### src/rtl/frt_pkg.sv
`timescale 1ns/1ps
package frt_pkg;

    localparam int ADDR_W = 3;

    typedef enum logic [ADDR_W-1:0] {
        A_CNT_HI = 3'd0,
        A_CNT_LO = 3'd1,
        A_ALT_HI = 3'd2,
        A_ALT_LO = 3'd3,
        A_STAT   = 3'd4,
        A_CTRL   = 3'd5
    } reg_addr_e;

    typedef enum logic [1:0] {
        SRC_TICK_A = 2'b00,
        SRC_TICK_B = 2'b01,
        SRC_TICK_C = 2'b10,
        SRC_EXT    = 2'b11
    } clk_src_e;

    typedef struct packed {
        logic     ext_rise;
        clk_src_e src;
        logic     ovf_ie;
    } ctrl_t;

    localparam int CTRL_W = $bits(ctrl_t);

    typedef struct packed {
        logic rd_hi;
        logic rd_lo;
        logic rd_stat;
        logic prim_acc;
        logic prim_wr;
        logic ctrl_wr;
    } bus_dec_t;

    function automatic bus_dec_t decode_access(input logic sel,
                                               input logic wr,
                                               input logic [ADDR_W-1:0] addr);
        bus_dec_t d;
        logic rd;
        rd = sel && !wr;
        d.rd_hi    = rd && (addr == A_CNT_HI || addr == A_ALT_HI);
        d.rd_lo    = rd && (addr == A_CNT_LO || addr == A_ALT_LO);
        d.rd_stat  = rd && (addr == A_STAT);
        d.prim_acc = sel && (addr == A_CNT_HI || addr == A_CNT_LO);
        d.prim_wr  = sel && wr && (addr == A_CNT_HI || addr == A_CNT_LO);
        d.ctrl_wr  = sel && wr && (addr == A_CTRL);
        return d;
    endfunction

endpackage

### src/rtl/frt_edge_sync.sv
`timescale 1ns/1ps
module frt_edge_sync #(
    parameter int SYNC_STAGES = 2
) (
    input  logic clk,
    input  logic rst,
    input  logic pin_i,
    input  logic rise_sel_i,
    output logic edge_o
);
    logic [SYNC_STAGES-1:0] stage_q;
    logic                   prev_q;
    logic                   rise_w;
    logic                   fall_w;

    // first stage samples on the falling clock edge
    always_ff @(negedge clk) begin
        if (rst) stage_q[0] <= 1'b0;
        else     stage_q[0] <= pin_i;
    end

    generate
        for (genvar g = 1; g < SYNC_STAGES; g++) begin : g_stage
            always_ff @(posedge clk) begin
                if (rst) stage_q[g] <= 1'b0;
                else     stage_q[g] <= stage_q[g-1];
            end
        end
    endgenerate

    always_ff @(posedge clk) begin
        if (rst) prev_q <= 1'b0;
        else     prev_q <= stage_q[SYNC_STAGES-1];
    end

    assign rise_w = stage_q[SYNC_STAGES-1] & ~prev_q;
    assign fall_w = ~stage_q[SYNC_STAGES-1] & prev_q;
    assign edge_o = rise_sel_i ? rise_w : fall_w;
endmodule

### src/rtl/frt_counter.sv
`timescale 1ns/1ps
module frt_counter #(
    parameter int          CNT_W     = 16,
    parameter logic [CNT_W-1:0] RESET_VAL = 16'hFFFC
) (
    input  logic             clk,
    input  logic             rst,
    input  logic             inc_i,
    input  logic             load_i,
    output logic [CNT_W-1:0] count_o,
    output logic             wrap_o
);
    localparam logic [CNT_W-1:0] ALL_ONES = {CNT_W{1'b1}};

    logic [CNT_W-1:0] count_q;

    always_ff @(posedge clk) begin
        if (rst || load_i) count_q <= RESET_VAL;
        else if (inc_i)    count_q <= count_q + 1'b1;
    end

    assign count_o = count_q;
    assign wrap_o  = inc_i && !load_i && (count_q == ALL_ONES);
endmodule

### src/rtl/frt_read_latch.sv
`timescale 1ns/1ps
module frt_read_latch #(
    parameter int BUS_W = 8
) (
    input  logic               clk,
    input  logic               rst,
    input  logic [2*BUS_W-1:0] count_i,
    input  logic               rd_hi_i,
    input  logic               rd_lo_i,
    output logic [BUS_W-1:0]   lo_view_o
);
    logic [BUS_W-1:0] lo_buf_q;
    logic             held_q;

    always_ff @(posedge clk) begin
        if (rst) begin
            lo_buf_q <= '0;
            held_q   <= 1'b0;
        end else if (rd_lo_i) begin
            held_q   <= 1'b0;
        end else if (rd_hi_i && !held_q) begin
            lo_buf_q <= count_i[BUS_W-1:0];
            held_q   <= 1'b1;
        end
    end

    assign lo_view_o = held_q ? lo_buf_q : count_i[BUS_W-1:0];
endmodule

### src/rtl/frt_ovf_flag.sv
`timescale 1ns/1ps
module frt_ovf_flag (
    input  logic clk,
    input  logic rst,
    input  logic wrap_i,
    input  logic stat_rd_i,
    input  logic prim_acc_i,
    input  logic ie_i,
    input  logic gmask_i,
    output logic tof_o,
    output logic irq_o
);
    logic tof_q;
    logic armed_q;

    always_ff @(posedge clk) begin
        if (rst) begin
            tof_q   <= 1'b0;
            armed_q <= 1'b0;
        end else if (wrap_i) begin
            tof_q   <= 1'b1;
            armed_q <= 1'b0;
        end else if (armed_q && prim_acc_i) begin
            tof_q   <= 1'b0;
            armed_q <= 1'b0;
        end else if (stat_rd_i) begin
            armed_q <= tof_q;
        end
    end

    assign tof_o = tof_q;
    assign irq_o = tof_q && ie_i && !gmask_i;
endmodule

### src/rtl/frt16_bytelatch.sv
`timescale 1ns/1ps
module frt16_bytelatch
    import frt_pkg::*;
#(
    parameter int BUS_W       = 8,
    parameter int SYNC_STAGES = 2,
    parameter logic [2*BUS_W-1:0] RESET_VAL = 16'hFFFC
) (
    input  logic             clk,
    input  logic             rst,
    input  logic             sel_i,
    input  logic             wr_i,
    input  logic [2:0]       addr_i,
    input  logic [BUS_W-1:0] wdata_i,
    output logic [BUS_W-1:0] rdata_o,
    input  logic             tick_i,
    input  logic             ext_clk_i,
    input  logic             halt_i,
    input  logic             gmask_i,
    output logic             irq_o
);
    localparam int CNT_W = 2 * BUS_W;

    bus_dec_t         dec;
    ctrl_t            ctrl_q;
    logic [CNT_W-1:0] count_q;
    logic [BUS_W-1:0] lo_view;
    logic             ext_edge;
    logic             inc;
    logic             wrap;
    logic             tof;
    logic             prim_wr;
    logic             prim_acc;
    logic             unused_wdata_hi;

    assign dec      = decode_access(sel_i, wr_i, addr_i);
    assign prim_wr  = dec.prim_wr;
    assign prim_acc = dec.prim_acc;
    assign unused_wdata_hi = ^wdata_i[BUS_W-1:CTRL_W];

    always_ff @(posedge clk) begin
        if (rst)              ctrl_q <= '0;
        else if (dec.ctrl_wr) ctrl_q <= ctrl_t'(wdata_i[CTRL_W-1:0]);
    end

    frt_edge_sync #(.SYNC_STAGES(SYNC_STAGES)) u_sync (
        .clk        (clk),
        .rst        (rst),
        .pin_i      (ext_clk_i),
        .rise_sel_i (ctrl_q.ext_rise),
        .edge_o     (ext_edge)
    );

    assign inc = !halt_i && ((ctrl_q.src == SRC_EXT) ? ext_edge : tick_i);

    frt_counter #(.CNT_W(CNT_W), .RESET_VAL(RESET_VAL)) u_cnt (
        .clk     (clk),
        .rst     (rst),
        .inc_i   (inc),
        .load_i  (prim_wr),
        .count_o (count_q),
        .wrap_o  (wrap)
    );

    frt_read_latch #(.BUS_W(BUS_W)) u_latch (
        .clk       (clk),
        .rst       (rst),
        .count_i   (count_q),
        .rd_hi_i   (dec.rd_hi),
        .rd_lo_i   (dec.rd_lo),
        .lo_view_o (lo_view)
    );

    frt_ovf_flag u_ovf (
        .clk        (clk),
        .rst        (rst),
        .wrap_i     (wrap),
        .stat_rd_i  (dec.rd_stat),
        .prim_acc_i (prim_acc),
        .ie_i       (ctrl_q.ovf_ie),
        .gmask_i    (gmask_i),
        .tof_o      (tof),
        .irq_o      (irq_o)
    );

    always_comb begin
        case (addr_i)
            A_CNT_HI, A_ALT_HI: rdata_o = count_q[CNT_W-1:BUS_W];
            A_CNT_LO, A_ALT_LO: rdata_o = lo_view;
            A_STAT:             rdata_o = {tof, {(BUS_W-1){1'b0}}};
            A_CTRL:             rdata_o = {{(BUS_W-CTRL_W){1'b0}}, ctrl_q};
            default:            rdata_o = '0;
        endcase
    end
endmodule

### config.mk
export PLATFORM = sky130hd
export DESIGN_NAME = frt16_bytelatch
export DESIGN_NICKNAME = d
export VERILOG_FILES = /design/src/rtl/frt_pkg.sv /design/src/rtl/frt_edge_sync.sv /design/src/rtl/frt_counter.sv /design/src/rtl/frt_read_latch.sv /design/src/rtl/frt_ovf_flag.sv /design/src/rtl/frt16_bytelatch.sv
export SDC_FILE = /design/constraint.sdc
export NUM_CORES = 1
export LEC_CHECK = 0
export CORE_MARGIN = 3
export CORE_UTILIZATION = 53
export DETAILED_ROUTE_END_ITERATION = 8
export PLACE_DENSITY = 0.79
export SYNTH_ARGS = -nofsm -noshare
export SYNTH_HDL_FRONTEND = slang
export SYNTH_SLANG_ARGS = --single-unit
### constraint.sdc
create_clock -name clk -period 1.92 [get_ports clk]
set_input_delay 0.384 -clock clk [delete_from_list [all_inputs] [get_ports clk]]
set_output_delay 0.384 -clock clk [all_outputs]
set_load 0.05 [all_outputs]
## Word level (Yosys, flattened, before mapping)

Cells that the tools add are included.

| storage, ports and cells | value |
|---|---|
| input bits | 19 |
| register bits | 34 |

| operators by class | value |
|---|---|
| mux-type cells | 6 |
| bitwise gates (word level) | 5 |
| add/subtract/negate cells | 1 |
| equality and inequality tests | 7 |
| reduce and logical (&&, ||, !) cells | 31 |

Operator list:

| cell | count |
|---|---|
| one-hot mux 8 bit (4 select lines) | 1 |
| adder 16 x 1 -> 16 bit, second input constant | 1 |
| equality test 16 bit, second input constant | 1 |
| logical AND 1 bit | 15 |
| 2-to-1 mux 8 bit | 1 |
| equality test 3 x 2 -> 1 bit, second input constant | 2 |
| equality test 3 bit, second input constant | 2 |
| OR reduction 2 bit | 3 |
| logical NOT 1 bit | 5 |
| logical OR 1 bit | 4 |
| 2-to-1 mux 1 bit | 4 |
| equality test 3 x 1 -> 1 bit, second input constant | 1 |
| logical NOT 3 bit | 1 |
| inverter 1 bit | 3 |
| OR reduction 3 bit | 1 |
| AND 1 bit | 2 |
| equality test 2 bit, second input constant | 1 |
| AND reduction 2 bit | 1 |
| nonzero test 2 bit | 1 |

## Logic depth before layout (Yosys ltp)

| logic depth | value |
|---|---|
| word-level depth | 8 |
| depth in mapped cells | 5 |
| mapped depth without buffers | 5 |

## Modules after synthesis

From an unflattened synthesis, not the netlist that was laid out.

| second synthesis, totals | value |
|---|---|
| cells, all modules | 195 |
| area total of the unflattened synthesis | 1851.8 µm² |

Modules (own cells, without submodules):

| module | seq. area each (µm²) | times used | cells an instance | area an instance (µm²) |
|---|---|---|---|---|
| frt_counter | 320.3 | 1 | 78 | 728.2 |
| frt_read_latch | 180.2 | 1 | 47 | 498.0 |
| frt16_bytelatch | 80.1 | 1 | 52 | 430.4 |
| frt_edge_sync | 60.1 | 1 | 10 | 105.1 |
| frt_ovf_flag | 40.0 | 1 | 8 | 90.1 |

==> impl_metrics.yaml <==
synth:
  ys_seq_elements: 34
  synth_top_flop_cell: "dfxtp_1"
  syn_inst: 205
  async_flop_share: 0
  post_synth_num_cell_types: 37
  avgSynthCellArea_um2: 8.72
  ys_seq_area_frac: 0.381
  netlist_area_um2: 1790
  yosysWarnings: 0
  synth_edf_count: 0
  syn-num-nets: 225
clock_tree:
  clkLatencyLatePin_ps: 380
  cts_buffer_depth: 2
  cts_max_level: 2
  numCtsBuffers: 5
  clkTransAtPathRegs_ps: 100
  root_buffer: "clkbuf_4"
  cts_tree: "done"
  clkSinkCount: 34
floorplan:
  num_rows: 20
  die_w_um: 64.1
  core_um2: 3130
  die_h_um: 64.1
  start_util: 0.572
  ios: 28
  die_area_um2: 4110
pwr:
  p_per_area_nw_per_um2: 591
  p_leak_nw: 1.07
  p_int_w: 0.00104
  clkPwrFrac: 0.296
  p_total_w: 0.00144
  combPwrFrac: 0.194
  switchingPower_w: 0.000399
  ir_drop_mv: 0.596
  pwr-share-seq: 0.510
  swShare: 0.277
route:
  wire_per_inst_um: 16.1
  drt-vias-per-instance: 5.76
  wl_um: 4650
  drc: 0
  drtAntennaViolNets: 0
  vias: 1664
  drt-pass1-iter-count: 4
  drt_iter0_markers: 80
critical_path:
  startpoint_type: "flop"
  crit_fanout: 6
  worst_setup_path_startpoint: "u_latch.held_q"
  r2r-start: "u_cnt.count_o[4]"
  cp_data_required_time_ps: 1540
  cp.arrival_ps: 1490
  crit_type: "flop to primary output"
  worstSetupEndpointType: "primary output"
global_route:
  grt_max_degree: 19
  grt_first_pass_wirelength_um: 8110
  top_usage_layer: "met2"
  grtUsageMet1: 0.298
  grt_overflow_total: 0
  met3_usage: 0.0510
  grt_pass1_vias: 1776
  grt_use_total: 0.250
  gr-usage-met2: 0.428
  grt_antenna_before_repair: 0
sta:
  max_freq_mhz: 533
  drv_slew: 0
  worst_pin_slew_ps: 510
  max_slew_margin: 0.660
  setup_viol: 0
  clock_skew_ps: 44.8
  fin_crit_sh: 0.977
  rsz0062_at_grt: "true"
  period_needed_ps: 1880
  finalHoldViolations: 0
finish:
  fillerInstances: 227
  antenna_cells: 0
  final-seq-area_um2: 689
  fin_nets: 264
  syn2layout_area_growth_pct: 36.2
  post_route_cells_drive_above_1_share: 0.249
  stdcell_area_um2: 2430
  multi_input_area_um2: 1120
placed_design:
  port_buffers: 23
  place_area_um2: 2300
  routabilityCongestion: 0.772
  dp_hpwl_um: 3270
outcome:
  status: "complete, no violations"
job:
  max_cap_viol_count: 0
min_path:
  hold_class: "flop to flop"
  hold_start: "u_sync.stage_q[1]"
[cell usage after synthesis, types with 2 or more instances]
master / instances / share of area
nand3_1: 5 / 0.014
nor2_1: 28 / 0.059
dfxtp_1: 34 / 0.38
buf_2: 3 / 0.0084
o21ai_1: 3 / 0.0084
nor4_1: 2 / 0.0070
a31oi_1: 2 / 0.0070
mux2i_1: 25 / 0.14
and3_1: 8 / 0.028
and4_1: 5 / 0.024
nand4_1: 7 / 0.024
a211oi_1: 5 / 0.021
a21oi_1: 8 / 0.022
nand2_1: 12 / 0.025
nor3b_1: 2 / 0.0084
nand2b_1: 2 / 0.0070
nand3b_1: 3 / 0.013
inv_1: 3 / 0.0063
o21ai_0: 14 / 0.039
clkbuf_1: 7 / 0.015
and2_1: 6 / 0.021
nor2b_1: 6 / 0.021
[layout by cell type, fill, tap and decap left out, drive strengths merged, types with 2 or more instances in the layout]
master and n:
a31oi 2, nor2 28, nand2b 2, inv 3, nand2 12, clkbuf 7, and4 5, clkdlybuf4s50 11
and2 6, nand3 5, nand4 7, nor4 3, and3 8, mux2i 25, o21ai 18, dlygate4sd2 2
nand3b 3, a211oi 5, dfxtp 34, nor2b 6, buf 29, nor3b 2, a21oi 8, or3b 2
[worst paths after layout]
path                         to  slack (ps)  cells after the start
setup reg to reg  u_ovf.armed_q         170                      5
hold reg to reg   u_sync.prev_q         510                      1
hold / removal    u_sync.prev_q         510                      1
setup / recovery     rdata_o[6]          40                      4
[logic make-up (layout without fill, tap and decap cells)]
kind of cell	after synthesis	after routing	share of synthesized area
adders and majority gates	1	1	0.00700
buffers and inverters	14	54	0.0357
DFF	34	34	0.381
muxes	25	25	0.140
AOI/OAI and AO/OA	38	38	0.148
and+or+nand+nor	92	92	0.284
xor gates and xnor gates	1	1	0.00490
[critical path: stages, from the launching register on]
cell and delay (ps):
dfxtp_4 400, buf_6 150, mux2i_2 160, a211oi_4 270, buf_12 170
[routing by layer]
layer  vias to the layer above  share of wire
li1                        817              -
met1                       797           0.44
met2                        35           0.50
met3                        15          0.030
met4                         0          0.027
met5                         -              0
[layout make-up]
cell class / count / area share
flip-flops and latches: 34 / 0.283
inverters: 2 / 0.00308
multi-input cells: 157 / 0.462
repair buffers: 43 / 0.203
clock inverters: 2 / 0.00360
well taps: 44 / 0.0226
clock buffers: 7 / 0.0226
[stage by stage]
step / util / hold WS (ps) / worst slack (ps) / cells / TNS, ps
detailed placement: 0.736 / 491 / -184 / 279 / -2520
CTS: 0.769 / 510 / 10.8 / 288 / 0
floorplan: - / 461 / -243 / 205 / -516
global route: 0.778 / 528 / -6.66 / 289 / -12.2
finish: 0.778 / 508 / 44.8 / 289 / 0
global placement: 0.736 / 473 / -146 / 279 / -1840
[flip-flops by register name, indices dropped and copies added, names as in the netlist]
signal            cells
u_latch.lo_buf_q      8
u_sync.stage_q        2
u_latch.held_q        1
u_sync.prev_q         1
u_cnt.count_o        16
u_ovf.armed_q         1
u_ovf.tof_o           1
ctrl_q                4
[power by group through the flow]
stage	clock (W)	combinational, W	sequential, W
final	0.000426	0.000279	0.000734
after global routing	0.000475	0.000296	0.000736
after CTS	0.000435	0.000273	0.000734
after detailed placement	0.00000652	0.000262	0.000751
after global placement	0.00000652	0.000257	0.000749
after floorplan	0.00000652	0.000142	0.000743
[what timing repair did]
action / CTS / global route
setup buffers: 0 / 1
pin swaps: 0 / 3
hold buffers: 0 / 0
endpoints found under the setup margin: 8 / 6
resized for setup: 13 / 12
gates cloned: 1 / 0
No activity file was read; power rests on OpenSTA's default activity.
